File: src/rtl/mtcmp_pkg.sv
package mtcmp_pkg;
    localparam logic [15:0] OFF_MATCH_LO = 16'h4000;
    localparam logic [15:0] OFF_MATCH_HI = 16'h4004;
    localparam logic [15:0] OFF_COUNT_LO = 16'hBFF8;
    localparam logic [15:0] OFF_COUNT_HI = 16'hBFFC;

    typedef enum logic [2:0] {
        SEL_NONE,
        SEL_MATCH_LO,
        SEL_MATCH_HI,
        SEL_COUNT_LO,
        SEL_COUNT_HI
    } sel_e;
endpackage

File: src/rtl/mtcmp_counter.sv
module mtcmp_counter #(
    parameter int WORD_W = 32
) (
    input  logic              clk,
    input  logic              rst_n,
    output logic [WORD_W-1:0] cnt_lo,
    output logic [WORD_W-1:0] cnt_hi,
    output logic [WORD_W-1:0] nxt_lo,
    output logic [WORD_W-1:0] nxt_hi
);
    localparam int CW = 2 * WORD_W;

    logic [WORD_W:0] lo_sum;

    always_comb begin
        lo_sum = {1'b0, cnt_lo} + {{WORD_W{1'b0}}, 1'b1};
        nxt_lo = lo_sum[WORD_W-1:0];
        nxt_hi = cnt_hi + {{(WORD_W-1){1'b0}}, lo_sum[WORD_W]};
    end

    always_ff @(posedge clk) begin
        if (!rst_n) begin
            cnt_lo <= '0;
            cnt_hi <= '0;
        end else begin
            cnt_lo <= nxt_lo;
            cnt_hi <= nxt_hi;
        end
    end

    AST_CNT_STEP: assert property (@(posedge clk) disable iff (!rst_n)
        1'b1 |=> ({cnt_hi, cnt_lo} == CW'($past({cnt_hi, cnt_lo}) + 1'b1)));

    AST_CARRY: assert property (@(posedge clk) disable iff (!rst_n)
        (&cnt_lo) |=> (cnt_lo == '0) && (cnt_hi == $past(cnt_hi) + 1'b1));
endmodule

File: src/rtl/mtcmp_regs.sv
module mtcmp_regs
    import mtcmp_pkg::*;
#(
    parameter int WORD_W = 32,
    parameter int ADDR_W = 16
) (
    input  logic              clk,
    input  logic              rst_n,
    input  logic [ADDR_W-1:0] addr,
    input  logic              wr_en,
    input  logic [WORD_W-1:0] wr_data,
    input  logic              rd_en,
    input  logic [WORD_W-1:0] cnt_lo,
    input  logic [WORD_W-1:0] cnt_hi,
    output logic [WORD_W-1:0] mat_lo,
    output logic [WORD_W-1:0] mat_hi,
    output logic [WORD_W-1:0] rd_data
);
    localparam logic [ADDR_W-1:0] A_MLO = ADDR_W'(OFF_MATCH_LO);
    localparam logic [ADDR_W-1:0] A_MHI = ADDR_W'(OFF_MATCH_HI);
    localparam logic [ADDR_W-1:0] A_CLO = ADDR_W'(OFF_COUNT_LO);
    localparam logic [ADDR_W-1:0] A_CHI = ADDR_W'(OFF_COUNT_HI);

    sel_e sel;

    always_comb begin
        if (addr == A_MLO)      sel = SEL_MATCH_LO;
        else if (addr == A_MHI) sel = SEL_MATCH_HI;
        else if (addr == A_CLO) sel = SEL_COUNT_LO;
        else if (addr == A_CHI) sel = SEL_COUNT_HI;
        else                    sel = SEL_NONE;
    end

    always_ff @(posedge clk) begin
        if (!rst_n) begin
            mat_lo <= '0;
            mat_hi <= '0;
        end else if (wr_en) begin
            if (sel == SEL_MATCH_LO) mat_lo <= wr_data;
            if (sel == SEL_MATCH_HI) mat_hi <= wr_data;
        end
    end

    always_comb begin
        rd_data = '0;
        if (rd_en) begin
            unique case (sel)
                SEL_MATCH_LO: rd_data = mat_lo;
                SEL_MATCH_HI: rd_data = mat_hi;
                SEL_COUNT_LO: rd_data = cnt_lo;
                SEL_COUNT_HI: rd_data = cnt_hi;
                default:      rd_data = '0;
            endcase
        end
    end

    AST_MATCH_HOLD: assert property (@(posedge clk) disable iff (!rst_n)
        !(wr_en && (addr == A_MLO || addr == A_MHI)) |=> $stable(mat_lo) && $stable(mat_hi));
endmodule

File: src/rtl/mtcmp_compare.sv
module mtcmp_compare #(
    parameter int WORD_W = 32
) (
    input  logic              clk,
    input  logic              rst_n,
    input  logic [WORD_W-1:0] nxt_lo,
    input  logic [WORD_W-1:0] nxt_hi,
    input  logic [WORD_W-1:0] mat_lo,
    input  logic [WORD_W-1:0] mat_hi,
    output logic              irq_q
);
    logic armed;
    logic hi_above;
    logic exact;
    logic irq_d;

    always_comb begin
        armed    = |{mat_hi, mat_lo};
        hi_above = nxt_hi > mat_hi;
        exact    = (nxt_hi == mat_hi) && (nxt_lo == mat_lo);
        irq_d    = armed && (hi_above || exact);
    end

    always_ff @(posedge clk) begin
        if (!rst_n) irq_q <= 1'b0;
        else        irq_q <= irq_d;
    end

    AST_QUIET_ZERO: assert property (@(posedge clk) disable iff (!rst_n)
        (mat_lo == '0 && mat_hi == '0) |=> !irq_q);

    AST_EXACT_FIRE: assert property (@(posedge clk) disable iff (!rst_n)
        (mat_lo != '0 && nxt_lo == mat_lo && nxt_hi == mat_hi) |=> irq_q);
endmodule

File: src/rtl/mtimer_cmp.sv
module mtimer_cmp
    import mtcmp_pkg::*;
#(
    parameter int WORD_W = 32,
    parameter int ADDR_W = 16
) (
    input  logic              clk,
    input  logic              rst_n,
    input  logic [ADDR_W-1:0] addr,
    input  logic              wr_en,
    input  logic [WORD_W-1:0] wr_data,
    input  logic              rd_en,
    output logic [WORD_W-1:0] rd_data,
    output logic              irq
);
    logic [WORD_W-1:0] cnt_lo, cnt_hi, nxt_lo, nxt_hi, mat_lo, mat_hi;

    mtcmp_counter #(.WORD_W(WORD_W)) u_counter (
        .clk    (clk),
        .rst_n  (rst_n),
        .cnt_lo (cnt_lo),
        .cnt_hi (cnt_hi),
        .nxt_lo (nxt_lo),
        .nxt_hi (nxt_hi)
    );

    mtcmp_regs #(.WORD_W(WORD_W), .ADDR_W(ADDR_W)) u_regs (
        .clk     (clk),
        .rst_n   (rst_n),
        .addr    (addr),
        .wr_en   (wr_en),
        .wr_data (wr_data),
        .rd_en   (rd_en),
        .cnt_lo  (cnt_lo),
        .cnt_hi  (cnt_hi),
        .mat_lo  (mat_lo),
        .mat_hi  (mat_hi),
        .rd_data (rd_data)
    );

    mtcmp_compare #(.WORD_W(WORD_W)) u_compare (
        .clk    (clk),
        .rst_n  (rst_n),
        .nxt_lo (nxt_lo),
        .nxt_hi (nxt_hi),
        .mat_lo (mat_lo),
        .mat_hi (mat_hi),
        .irq_q  (irq)
    );

    logic mapped;
    always_comb begin
        mapped = (addr == ADDR_W'(OFF_MATCH_LO)) || (addr == ADDR_W'(OFF_MATCH_HI))
              || (addr == ADDR_W'(OFF_COUNT_LO)) || (addr == ADDR_W'(OFF_COUNT_HI));
    end

    AST_UNMAPPED_ZERO: assert property (@(posedge clk) disable iff (!rst_n)
        (rd_en && !mapped) |-> (rd_data == '0));

    AST_RD_IDLE: assert property (@(posedge clk) disable iff (!rst_n)
        !rd_en |-> (rd_data == '0));
endmodule

File: config.mk
export PLATFORM = sky130hd
export DESIGN_NAME = mtimer_cmp
export DESIGN_NICKNAME = d
export VERILOG_FILES = /design/src/rtl/mtcmp_pkg.sv /design/src/rtl/mtcmp_counter.sv /design/src/rtl/mtcmp_regs.sv /design/src/rtl/mtcmp_compare.sv /design/src/rtl/mtimer_cmp.sv
export SDC_FILE = /design/constraint.sdc
export NUM_CORES = 1
export LEC_CHECK = 0
export BUFFER_PORTS_ARGS = -buffer_cell sky130_fd_sc_hd__buf_2
export CAP_MARGIN = 40
export CORE_UTILIZATION = 54
export CTS_BUF_LIST = sky130_fd_sc_hd__clkbuf_8 sky130_fd_sc_hd__clkbuf_16
export CTS_CLUSTER_DIAMETER = 100
export DETAILED_ROUTE_END_ITERATION = 8
export PLACE_DENSITY = 0.77
export SLEW_MARGIN = 20
export SYNTH_ARGS = -nofsm -noshare
export SYNTH_HDL_FRONTEND = slang
export SYNTH_SLANG_ARGS = --single-unit
File: constraint.sdc
create_clock -name clk -period 4.2 [get_ports clk]
set_input_delay 0 -clock clk [delete_from_list [all_inputs] [get_ports clk]]
set_output_delay 0 -clock clk [all_outputs]
set_load 0.02 [all_outputs]
==> results of run 1 <==
[placed cells by master (no fill, tap or decap), drive strengths merged, types with 12 or more instances in the layout]
cell type	netlist	routed
nand3	33	33
and3	14	14
nand4	42	42
buf	21	147
nor3	14	14
xor2	36	36
ha	35	35
clkbuf	48	21
a21boi	66	66
o21ai	12	12
dlygate4sd3	0	32
and2	90	90
mux2i	65	65
dfxtp	129	129
inv	45	46
a21oi	18	18
xnor2	36	36
nor2	24	24
o22ai	34	34
nor2b	15	15
nor4	34	34
nand2	170	170
[routing by layer]
| layer | part of all wire [%] | up-vias | global-route usage [%] |
|---|---|---|---|
| met3 | 7.1 | 87 | 6.18 |
| met2 | 46 | 425 | 58.2 |
| li1 | - | 3971 | - |
| met5 | 0 | - | 0 |
| met1 | 43 | 3930 | 44.1 |
| met4 | 4.3 | 0 | 16.3 |
[sequential cells by signal, indices dropped and copies added, names as in the netlist]
register,flops
u_regs.mat_lo,32
u_counter.cnt_lo,32
u_counter.cnt_hi,32
u_compare.irq_q,1
u_regs.mat_hi,32
[cell families (layout without fill, tap and decap cells)]
kind of cell / count (synthesis) / after routing / synth area share [%]
flops: 129 / 129 / 30.3
compound gates: 161 / 161 / 13.1
xor+xnor: 77 / 77 / 8.74
fa+ha+maj: 35 / 35 / 5.13
mux: 67 / 67 / 7.89
buf+inv: 114 / 256 / 5.51
simple gates: 471 / 471 / 29.4
[path summary, 6_finish.rpt]
kind	from	to	cells after the start
setup reg to reg	u_counter.cnt_lo[25]	u_compare.irq_q	22
setup / recovery	u_counter.cnt_lo[25]	u_compare.irq_q	22
hold / removal	rst_n	u_regs.mat_hi[26]	2
hold reg to reg	u_regs.mat_hi[17]	u_regs.mat_hi[17]	2
[report_power, final]
part           internal (W)  leakage, nW  switching (W)
Sequential          0.00123         1.04     0.00000245
Clock              0.000859        0.267       0.000588
Combinational     0.0000733         2.96      0.0000709
[what timing repair did]
item | in CTS | in global routing
gates resized for setup | 6 | 29
pin swaps | 0 | 16
endpoints found under the hold margin | 64 | 0
buffers inserted | 0 | 4
endpoints found under the setup margin | 1 | 1
hold buffers | 32 | 0
[metrics by stage]
stage                     instances  utilization, %
after floorplan                1054               -
after global placement         1339            61.2
after detailed placement       1339            61.2
after CTS                      1402            67.2
after global routing           1407            68.2
final                          1407            68.2
[layout make-up]
cell class                      count  area [sq um]  area share, %
Timing Repair Buffer              180          1220           11.7
Tap cell                          211           264           2.53
Clock buffer                       20           467           4.47
Inverter                           45           169           1.62
Sequential cell                   129          2590           24.8
Clock inverter                     11           108           1.03
Multi-Input combinational cell    811          5620           53.8
==> impl_metrics.toml, run 1 <==
[clock_network]
h-tree-depth = 4
cts_tree = "built"
clk_latency_ps = 430
clockRootBuffer = "clkbuf_16"
clk_path_buf_depth = 2
clkTransAtPathRegs_ps = 60
cts.sinks = 129
numCtsBuffers = 17

[synthesis]
synth_flop_cell = "dfxtp_1"
synth.most_common_cell = "nand2_1"
yosysTopAreaCell = "dfxtp_1"
netlist.area_leader.share_pct = 30.3
synth_async_sr_flop_share_pct = 0
yosys.cell_types.count = 62
synth_warnings = 0
ys_ff_latch = 129
synth_area_per_cell_sq_um = 8.10
ys_seq_area_share_pct = 30.3
syn_inst = 1054
synth_nets = 1141
synth_edf_count = 0
synth_common_cells = "nand2_1, dfxtp_1, and2_1, a21boi_0, mux2i_1"
synthTopCellsByArea = "dfxtp_1, mux2i_1, nand2_1"
synth_area_sq_um = 8530

[finish]
nFillCells = 1294
syn2layout_area_growth_pct = 22.3
design_area_sq_um = 10400
antennaDiodeCount = 0
fin_nets = 1271
drive_gt1_share_pct = 18.7

[timing]
min_period_over_period_pct = 100
fin_worst_skew_ps = 10.4
postLayoutSetupSlackWorst_ps = -4.97
hold_ws_ps = 35.7
setup_viol = 1
max_slew_margin_pct = 47.7
finalSetupTns_ps = -4.97
final_max_slew_viol_count = 0
tightest_slew_ps = 785
hold_viol_final = 0
fmax_mhz = 238
rsz0062_at_grt = "true"
min_period_ps = 4200

[setup_path]
cp_cell_sequence = "and4_1, and4_4, nand2_1, nor3_2, ha_2, ha_4, nand4_1, nor4_2, nor2b_4, nand3_2, nor3_4, nand2_2, xnor2_2, ha_1, nand3_2, nor2_1, nand2_1, nor3_2, buf_4, nor2b_2, o211ai_1, a31oi_1"
endpoint_kind = "flop"
crit_slowest_cell = "nor4_2"
r2r_setup_slack_ps = -5
crit_arrival_ps = 4560
critPathLaunchType = "flop"
max_stage_delay_ps = 360
critPathRequiredTime_ps = 4550
path_buf_inv = 1
worst-setup-path-type = "flop to flop"
critPathTopFamily = "simple AND/OR/NAND/NOR gates"
path_max_fanout = 2

[floorplan]
fp.dieH_um = 128
initial_utilization_pct = 55.7
die_x_um = 128
fp.coreArea_sq_um = 15300
dieArea_sq_um = 16300
row_count = 45
ios = 85

[min_path]
worstHoldPathType = "primary input to flop"

[routing]
drc_errors = 0
viasPerCell = 5.98
wire_per_inst_um = 19.9
vias = 8413
first_pass_iters = 5
ant_nets = 0
drt_iter0_drc = 778
routed_wl_um = 28100

[grt]
grt_usage_pct = 35.0
first_global_vias = 7959
grt_max_degree = 64
antenna_found_initial = 0
grt_pass1_wl_um = 43300
gr-total-overflow = 0

[power]
powerDensity_nw_per_um2 = 270
finalPower_w = 0.00282
leakagePower_nw = 4.27
vdd.ir_drop.worst_mv = 0.287

[run_status]
violations = "negative setup slack"
status = "finished, violations left"

[placement]
place_ws_ps = -112
gp_congestion = 0.950
placedInstanceArea_sq_um = 9370
dpl.hpwl_um = 20000
io_buffers = 84

[run]
cap_viol_max_count = 0
Note: power is estimated with default switching activity, not from simulation.
==> run 2: changes to the inputs <==
--- a/config.mk
+++ b/config.mk
@@ -8,4 +8,5 @@
 export BUFFER_PORTS_ARGS = -buffer_cell sky130_fd_sc_hd__buf_2
 export CAP_MARGIN = 40
+export CORE_ASPECT_RATIO = 0.75
 export CORE_UTILIZATION = 54
 export CTS_BUF_LIST = sky130_fd_sc_hd__clkbuf_8 sky130_fd_sc_hd__clkbuf_16
==> constraint.sdc (replaced) <==
create_clock -name clk -period 4.2 [get_ports clk]
set_input_delay 0 -clock clk [delete_from_list [all_inputs] [get_ports clk]]
set_output_delay 0 -clock clk [all_outputs]
set_load 0.005 [all_outputs]
==> run 2 against run 1 <==
Compared with the run above: critical path type unchanged; largest power group unchanged; fmax down 0.20%; routed wire length down 1.9%; cell count down 0.71%; via count about the same; hold slack better by 150 ps; the flow still finishes with violations (negative setup slack); combinational power about the same; design area down 0.14%; first-iteration DRC count up 22%.
==> impl_metrics.toml, run 2 (synthesis gave the netlist of run 1 again) <==
[run_status]
status = "finished, violations left"
violations = "negative setup slack"

[timing]
min_period_over_period_pct = 100
hold_viol_final = 0
final_max_slew_viol_count = 0
tightest_slew_ps = 764
min_period_ps = 4210
postLayoutSetupSlackWorst_ps = -13.3
fin_worst_skew_ps = 9.48
hold_ws_ps = 184
max_slew_margin_pct = 48.6
fmax_mhz = 237
rsz0062_at_grt = "true"
setup_viol = 1

[placement]
dpl.hpwl_um = 19600
gp_congestion = 1.01
io_buffers = 84

[setup_path]
path_max_fanout = 2
cp-startpoint = "u_counter.cnt_lo[27]"
reg2reg_from = "u_counter.cnt_lo[27]"
critPathRequiredTime_ps = 4510
crit_arrival_ps = 4520
r2r.worst_path.cells = 22
endpoint_kind = "flop"
worst-setup-path-type = "flop to flop"
critPathLaunchType = "flop"

[grt]
grt_max_degree = 85
gr-total-overflow = 0
antenna_found_initial = 0
grt_usage_pct = 34.3
first_global_vias = 7918
grt_pass1_wl_um = 43400

[floorplan]
fp.coreArea_sq_um = 15300
die_x_um = 147
fp.dieH_um = 111
row_count = 39
ios = 85
initial_utilization_pct = 55.7
dieArea_sq_um = 16300

[finish]
final_common_cell = "nand2_1"
fin_util_pct = 68.0
final_cell_mix = "nand2_1, dfxtp_1, and2_1, buf_2, a21boi_0"
drive_gt1_share_pct = 17.8
final-seq-area_sq_um = 2580
antennaDiodeCount = 0
fin_nets = 1266
multiInputGateArea_sq_um = 5610
syn2layout_area_growth_pct = 22.2
nFillCells = 1254

[clock_network]
h-tree-depth = 4
clk_latency_ps = 430
clockRootBuffer = "clkbuf_16"
clk_path_buf_depth = 2
clkTransAtPathRegs_ps = 60
cts.sinks = 129
cts_tree = "built"
numCtsBuffers = 17

[routing]
ant_nets = 0
met2_length_um = 11600
first_pass_iters = 6
vias = 8406
routed_wl_um = 27500
drt_iter0_drc = 951
viasPerCell = 6.02
wire_per_inst_um = 19.7
drt-met1-wl_um = 12500
met3_length_um = 2810
top_layer_used = "met4"
drc_errors = 0

[power]
leakagePower_nw = 4.25
vdd.ir_drop.worst_mv = 0.273
powerDensity_nw_per_um2 = 276
finalPower_w = 0.00288

[min_path]
worstHoldPathCells = 2
worstHoldPathType = "primary input to flop"
min_from = "rst_n"

[run]
cap_viol_max_count = 0
[run 2: changes by cell type in the layout (fill, tap and decap cells not counted), sizes merged]
cell      delta
clkinv       -1
bufinv       +1
clkbuf       -3
inv          +4
buf          -4
clkinvlp     -1
[run 2: routing by layer]
| layer | global-route usage (%) | up-vias |
|---|---|---|
| li1 | - | 3951 |
| met1 | 48.4 | 3973 |
| met2 | 50.4 | 428 |
| met3 | 10.2 | 54 |
| met4 | 8.93 | 0 |
| met5 | 0 | - |
[run 2: layout make-up]
type | instances | share of cell area [%]
clock inverters | 14 | 1.49
repair buffers | 175 | 11.6
flip-flops and latches | 129 | 24.8
well taps | 205 | 2.46
inverters | 45 | 1.62
clock buffers | 18 | 4.21
multi-input cells | 811 | 53.9
[run 2: worst max-delay path, cell delays in order (launching register included)]
cell and delay, ps:
dfxtp_1 330, and4_1 210, and4_4 240, nand2_1 90, nor3_2 200, ha_2 260, ha_4 130, nand4_1 130
nor4_2 310, buf_4 160, nor2b_4 170, nand3_4 110, nor3_4 210, nand2_2 90, xnor2_2 170, ha_1 340
a21oi_1 160, nor2b_1 70, o31a_1 230, o21ai_1 130, o211ai_1 100, o211ai_1 180, a31oi_1 60
[run 2: where the power goes]
group | switching [W] | leakage [nW] | internal (W)
Combinational | 0.0000694 | 2.93 | 0.0000747
Sequential | 0.00000242 | 1.04 | 0.00123
Clock | 0.000611 | 0.282 | 0.000898
Total | 0.000683 | 4.25 | 0.00220
[run 2: timing repair]
item	CTS	global route
setup endpoints to repair	1	1
hold endpoints to repair	64	0
hold buffers	32	0
gates resized for setup	6	21
setup buffers	0	1
pin swaps	2	12
[run 2: metrics by stage]
step                setup WS, ps  cells  instance area [sq um]  setup TNS [ps]
finish                     -13.3   1397                  10400           -13.3
global route                -289   1397                  10400            -289
CTS                        0.977   1396                  10300               0
detailed placement          -147   1332                   9380            -147
global placement           -14.7   1331                   9350           -14.7
floorplan                   25.8   1054                   8540               0
[run 2: final timing paths]
kind	endpoint	slack, ps
worst max-delay path	u_compare.irq_q	-10
worst min-delay path	u_regs.mat_hi[20]	180
worst max register to register	u_compare.irq_q	-10
worst min register to register	u_regs.mat_hi[8]	500
